<file path="src/rtl/bitcount_pkg.sv">
package bitcount_pkg;

    typedef enum logic [1:0] {
        ST_IDLE = 2'd0,
        ST_TEST = 2'd1,
        ST_STEP = 2'd2,
        ST_FIN  = 2'd3
    } bc_state_t;

    typedef struct packed {
        logic load;
        logic step;
    } bc_ctrl_t;

    function automatic int unsigned count_bits_for(input int unsigned width);
        return $clog2(width + 1);
    endfunction

endpackage

</file>
<file path="src/rtl/bitcount_ctrl.sv">
module bitcount_ctrl
    import bitcount_pkg::*;
(
    input  logic     clk,
    input  logic     rst,
    input  logic     start,
    input  logic     data_zero,
    output bc_ctrl_t ctl,
    output logic     fin
);

    bc_state_t state_q, state_d;

    always_comb begin
        state_d  = state_q;
        ctl.load = 1'b0;
        ctl.step = 1'b0;
        unique case (state_q)
            ST_IDLE: begin
                if (start) begin
                    ctl.load = 1'b1;
                    state_d  = ST_TEST;
                end
            end
            ST_TEST: state_d = data_zero ? ST_FIN : ST_STEP;
            ST_STEP: begin
                ctl.step = 1'b1;
                state_d  = ST_TEST;
            end
            ST_FIN:  state_d = ST_IDLE;
            default: state_d = ST_IDLE;
        endcase
    end

    always_ff @(posedge clk) begin
        if (rst) state_q <= ST_IDLE;
        else     state_q <= state_d;
    end

    assign fin = (state_q == ST_FIN);


    idle_hold_chk: assert property (@(posedge clk) disable iff (rst)
        (state_q == ST_IDLE && !start) |=> (state_q == ST_IDLE && !fin));


    done_pulse_chk: assert property (@(posedge clk) disable iff (rst)
        fin |=> (!fin && state_q == ST_IDLE));


    fin_after_zero_chk: assert property (@(posedge clk) disable iff (rst)
        (state_q == ST_TEST && data_zero) |=> fin);

endmodule

</file>
<file path="src/rtl/bitcount_dp.sv">
module bitcount_dp
    import bitcount_pkg::*;
#(
    parameter int unsigned WIDTH = 16
) (
    input  logic                                  clk,
    input  logic                                  rst,
    input  bc_ctrl_t                              ctl,
    input  logic [WIDTH-1:0]                      din,
    output logic                                  data_zero,
    output logic [count_bits_for(WIDTH)-1:0]      cnt
);

    localparam int unsigned CW = count_bits_for(WIDTH);
    localparam logic [WIDTH-1:0] LSB_MASK = WIDTH'(1);

    logic [WIDTH-1:0] data_q;
    logic [CW-1:0]    cnt_q;
    logic             temp_bit;

    assign temp_bit  = |(data_q & LSB_MASK);
    assign data_zero = (data_q == '0);
    assign cnt       = cnt_q;

    always_ff @(posedge clk) begin
        if (rst) begin
            data_q <= '0;
            cnt_q  <= '0;
        end else if (ctl.load) begin
            data_q <= din;
            cnt_q  <= '0;
        end else if (ctl.step) begin
            cnt_q  <= cnt_q + CW'(temp_bit);
            data_q <= {1'b0, data_q[WIDTH-1:1]};
        end
    end


    cnt_bound_chk: assert property (@(posedge clk) disable iff (rst)
        cnt_q <= CW'(WIDTH));


    zero_bit_hold_chk: assert property (@(posedge clk) disable iff (rst)
        (ctl.step && !data_q[0]) |=> $stable(cnt_q));


    load_clear_chk: assert property (@(posedge clk) disable iff (rst)
        ctl.load |=> (cnt_q == '0));

endmodule

</file>
<file path="src/rtl/bitcount_drive.sv">
module bitcount_drive #(
    parameter int unsigned WIDTH = 16,
    parameter int unsigned CW    = 5
) (
    input  logic             fin,
    input  logic [CW-1:0]    cnt,
    output logic [WIDTH-1:0] count_out
);

    logic [WIDTH-1:0] ext;

    generate
        if (WIDTH > CW) begin : g_pad
            assign ext = {{(WIDTH-CW){1'b0}}, cnt};
        end else begin : g_trim
            assign ext = cnt[WIDTH-1:0];
        end
    endgenerate

    assign count_out = fin ? ext : '0;

endmodule

</file>
<file path="src/rtl/bitcount_seq.sv">
module bitcount_seq
    import bitcount_pkg::*;
#(
    parameter int unsigned WIDTH = 16
) (
    input  logic             clk,
    input  logic             rst,
    input  logic             start,
    input  logic [WIDTH-1:0] din,
    output logic [WIDTH-1:0] count_out,
    output logic             done
);

    localparam int unsigned CW = count_bits_for(WIDTH);

    bc_ctrl_t      ctl;
    logic          data_zero;
    logic [CW-1:0] cnt;

    bitcount_ctrl u_ctrl (
        .clk       (clk),
        .rst       (rst),
        .start     (start),
        .data_zero (data_zero),
        .ctl       (ctl),
        .fin       (done)
    );

    bitcount_dp #(.WIDTH(WIDTH)) u_dp (
        .clk       (clk),
        .rst       (rst),
        .ctl       (ctl),
        .din       (din),
        .data_zero (data_zero),
        .cnt       (cnt)
    );

    bitcount_drive #(.WIDTH(WIDTH), .CW(CW)) u_drive (
        .fin       (done),
        .cnt       (cnt),
        .count_out (count_out)
    );


    out_quiet_chk: assert property (@(posedge clk) disable iff (rst)
        !done |-> (count_out == '0));

endmodule

</file>
<file path="config.mk">
export PLATFORM = sky130hd
export DESIGN_NAME = bitcount_seq
export DESIGN_NICKNAME = d
export VERILOG_FILES = /design/src/rtl/bitcount_pkg.sv /design/src/rtl/bitcount_ctrl.sv /design/src/rtl/bitcount_dp.sv /design/src/rtl/bitcount_drive.sv /design/src/rtl/bitcount_seq.sv
export SDC_FILE = /design/constraint.sdc
export NUM_CORES = 1
export LEC_CHECK = 0
export BUFFER_PORTS_ARGS = -buffer_cell sky130_fd_sc_hd__buf_4
export CORE_MARGIN = 2
export CORE_UTILIZATION = 46
export CTS_BUF_LIST = sky130_fd_sc_hd__clkbuf_2
export DETAILED_ROUTE_END_ITERATION = 16
export HOLD_SLACK_MARGIN = 0.03
export PLACE_DENSITY = 0.77
export SLEW_MARGIN = 20
export SYNTH_ARGS = -nofsm -noshare
export SYNTH_HDL_FRONTEND = slang
export SYNTH_SLANG_ARGS = --single-unit
</file>
<file path="constraint.sdc">
create_clock -name clk -period 1.2 [get_ports clk]
set_input_delay 0.18 -clock clk [delete_from_list [all_inputs] [get_ports clk]]
set_output_delay 0.18 -clock clk [all_outputs]
set_load 0.01 [all_outputs]
</file>
# ---- Yosys cells after proc, flatten, opt, wreduce, memory -nomap -nowiden
# Index checks and enable logic that the tools add are counted.
dict set report word_totals {
  regBits 23
  inputBits 19
  out_inout_bits 17
  elab_cells 21
}
dict set report classes {
  add_sub_neg 1
  n_eq_ne 4
  muxes 9
  reduce_logical 4
}
# operator n
set ops {}
lappend ops {{16-bit two-way mux} 2}
lappend ops {{16-bit zero test} 1}
lappend ops {{2-bit one-hot mux with 4 select lines} 1}
lappend ops {{5-bit by 1-bit adder with 5-bit output} 1}
lappend ops {{5-bit two-way mux} 1}
lappend ops {{2-bit == test, second input constant} 2}
lappend ops {{1-bit two-way mux} 4}
lappend ops {{2-bit by 1-bit == test with 1-bit output, second input constant} 1}
lappend ops {{2-bit zero test} 1}
lappend ops {{2-bit two-way mux} 1}
lappend ops {{2-bit inequality test, second input constant} 1}
lappend ops {{2-bit nonzero test} 1}
lappend ops {{2-bit OR reduction} 1}

# ---- Logic depth before layout (Yosys ltp)
dict set report depth {
  ltp_word 4
  ltp_mapped 5
  ltp_nobuf 5
}

# ---- Cells and area by module
# A second synthesis with hierarchy kept.
dict set report hier_totals {
  hier_cells 126
  area_unflattened_um2 1262.5
}
# module n_inst cells_per_inst area_each_um2 seq_area_each_um2
set by_module_without_submodules {}
lappend by_module_without_submodules {bitcount_dp 1 100 1049.8 420.4}
lappend by_module_without_submodules {bitcount_drive 1 17 117.6 0.0}
lappend by_module_without_submodules {bitcount_ctrl 1 9 95.1 40.0}

# ---- Least setup slack after synthesis
# OpenSTA, ideal clock, no wires.
dict set report synth_path {
  kind {register to register}
  from {register u_dp.data_q[0]}
  to {register u_dp.cnt_q[4] (netlist: u_dp.cnt[4])}
  setup_ns 0.070
  arrival_time_ns 1.187
  required_ns 1.130
  setup_slack_ns -0.057
  stages_incl_launch_ff 6
  n_path_buf 0
  synth_period_minus_slack_ns 1.257
  cell_sequence {dfxtp_1 > ha_1 > ha_1 > nand3b_1 > or3_1 > a21oi_1}
}
dict set report synth_between {
  elab_chain_cells 1
}
# element line
set synth_lines {}
lappend synth_lines {{from (decl)} bitcount_dp.sv:17} ;# logic [WIDTH-1:0] data_q;
lappend synth_lines {{from (signal assigned)} bitcount_dp.sv:30} ;# data_q <= din;
lappend synth_lines {{from (signal assigned)} bitcount_dp.sv:34} ;# data_q <= {1'b0, data_q[WIDTH-1:1]};
lappend synth_lines {{5-bit by 1-bit adder with 5-bit output} bitcount_dp.sv:33} ;# cnt_q <= cnt_q + CW'(temp_bit);
lappend synth_lines {{to (signal assigned)} bitcount_dp.sv:33}
lappend synth_lines {{to (decl)} bitcount_dp.sv:18} ;# logic [CW-1:0] cnt_q;
# No other way between the ends.
# A chain may end at the register's enable or synchronous reset.

# ---- Worst setup path after layout
dict set report layout_path {
  from {register u_ctrl.state_q[1]}
  to {output port count_out[2]}
}
dict set report layout_between {
  elab_chain_cells 2
}
# element line
set layout_lines {}
lappend layout_lines {{from (decl)} bitcount_ctrl.sv:12} ;# bc_state_t state_q, state_d;
lappend layout_lines {{from (signal assigned)} bitcount_ctrl.sv:37} ;# else state_q <= state_d;
lappend layout_lines {{2-bit == test} bitcount_ctrl.sv:40} ;# assign fin = (state_q == ST_FIN);
lappend layout_lines {{5-bit two-way mux} bitcount_drive.sv:20} ;# assign count_out = fin ? ext : '0;
lappend layout_lines {{to (decl)} bitcount_seq.sv:10} ;# output logic [WIDTH-1:0] count_out,
# No other way between the ends.

==> metrics.csv <==
metric,value,unit
vias,1058,
instances_no_fill,194,
cap_violations,0,
layout.nets,188,
cts_root_buffer,clkbuf_2,
yosysTopAreaCellShare,42.0,%
endpoint_kind,output port,
gp_congestion,0.767,
tns,-1.90,ns
regToRegSetupSlack,-0.13,ns
fmax,0.747,GHz
place_inst,185,
ant_nets,0,
start_util,49.1,%
status,finished with violations,
die-height,52.8,um
critPathLaunchType,register,
pre_cts_ws,-0.109,ns
synth_area_leaders,"dfxtp_1 (42%), a22oi_1 (10%), a21oi_1 (9.6%)",
grt_max_degree,20,
worstHoldEndpoint,u_dp.data_q[15],
grt_pass1_wl,4450,um
post-route-period-util,112,%
skew,0.0275,ns
fillers,168,
synth-edff-count,0,
synth_cells,132,
drt-pass1-iter-count,4,
wl_per_cell,14.3,um
syn_area,1100,um2
rr_endpoint,u_dp.cnt[4],
slew_viol_final,0,
die_x,52.8,um
vias_per_cell,5.45,
grt-ovfl-total,0,
core,2230,um2
power.leakage,0.604,nW
ys_ff_latch,23,
layout_common_cells,"buf_4 (25), nand2_1 (21), a21oi_1 (19), dfxtp_1 (19), buf_6 (14)",
drt-total-wl,2770,um
min-delay-start,din[15],
yosys_warnings,0,
io_buffers,24,
mostFrequentLayoutCell,buf_4,
yosysTopAreaCell,dfxtp_1,
slew_headroom,60.9,%
async_flop_share,0,%
utilization,69.8,%
pin_count,36,
violations,setup timing,
die-area,2790,um2
fin_crit,1.34,ns
drt-initial-drc-count,34,
synth_seq_area_share,42.0,%
clk_latency,0.34,ns
area_delta_synth_final,42.2,%
r2r_start,u_dp.data_q[0],
path_class,reg -> out,
path_clk_slew,0.24,ns
reg2reg_depth,5,
antenna_cells,0,
worst_pin_slew,0.587,ns
required,1.02,ns
ys.flop_type,dfxtp_1,
numCtsBuffers,3,
setup_viol,27,
setup_ws,-0.139,ns
avgSynthCellArea,8.30,um2
postCtsHoldBufs,0,
track_usage,21.7,%
crit_arrival,1.16,ns
antenna_found_initial,0,
rsz0062_at_grt,yes,
rows,17,
finalHoldViolations,0,
htreeDepth,1,
grt_pass1_vias,1045,
hpwl,1810,um
cts_tree,built,
drive_gt1_share,42.8,%
clock_path_buffers,2,
hp-class,in -> reg,
power,1.76,mW
hold_depth,3,
worstPathMaxFanout,6,
ys_types,27,
drc,0,
power_density,1130,nW/um2
irDropWorstVdd,952,uV
cts_sinks,23,
==> how the worst max path moves through the flow <==
stage	start	end	cells past startpoint
2_1_floorplan	u_ctrl.state_q[1]	u_dp.cnt[4]	4
3_3_place_gp	u_dp.data_q[0]	u_dp.cnt[4]	5
3_5_place_dp	u_dp.cnt[0]	u_dp.cnt[4]	5
4_1_cts	u_ctrl.state_q[1]	count_out[2]	3
5_1_grt	u_ctrl.state_q[1]	count_out[4]	3
6_report	u_ctrl.state_q[1]	count_out[2]	3
==> worst max-delay path, stage by stage, from the launching register on <==
cell and delay, ns:
dfxtp_4 0.41, buf_6 0.13, and3_4 0.16, buf_6 0.11
==> report_power, final <==
part	internal, mW	switching, mW	leakage (nW)
Sequential	0.833	0.0740	0.190
Combinational	0.280	0.255	0.398
Clock	0.0755	0.240	0.0164
==> routing by layer <==
metal	part of all wire (%)	vias up	track usage, %	routed length (um)
li1	-	516	-	-
met1	40	495	25.4	1110
met2	53	40	39.4	1460
met3	5.8	7	3.43	162
met4	1.5	0	7.69	42
met5	0	-	0	0
==> cells by family (layout without fill, tap and decap cells) <==
family	count (synthesis)	count (layout)	share of synthesized area (%)
AOI/OAI and AO/OA	40	40	22.4
xor gates and xnor gates	1	1	0.799
and+or+nand+nor	45	45	20.8
buffers and inverters	20	44	11.4
adders and majority gates	2	2	2.28
other	1	11	0.342
DFF	23	23	42.0
==> area by class of cell <==
cell class,count,area (um2),area share [%]
multi-input cells,99,684,43.9
flip-flops and latches,23,470,30.2
repair buffers,39,345,22.2
well taps,28,35.0,2.25
clock buffers,3,15.0,0.963
clock inverters,1,5.00,0.321
inverters,1,3.75,0.241
==> Yosys cell counts, drive strengths merged, types with 2 or more instances <==
library cell  instances
dfxtp                23
nand2                21
a22oi                15
ha                    2
nor2                  2
nor4                  4
a21oi                21
or3                   2
nand3b                2
buf                  17
clkbuf                2
nor3                  3
and3                  5
o21ai                 2
==> sequential cells by signal, indices dropped and copies added (netlist names) <==
register and flops:
u_ctrl.state_q 2, u_dp.cnt 5, u_dp.data_q 16
==> per-stage QoR <==
step,hold slack (ns),cell area [um2]
2_1_floorplan,0.316,1150
3_3_place_gp,0.441,1330
3_5_place_dp,0.447,1330
4_1_cts,0.0433,1550
5_1_grt,0.0347,1560
6_report,0.0589,1560
==> repair_timing <==
action,in CTS,in global routing
setup buffers,6,0
pin swaps,5,13
gates cloned,1,0
resized for setup,30,13
endpoints found under the setup margin,27,28
(Power assumes the default switching activity.)
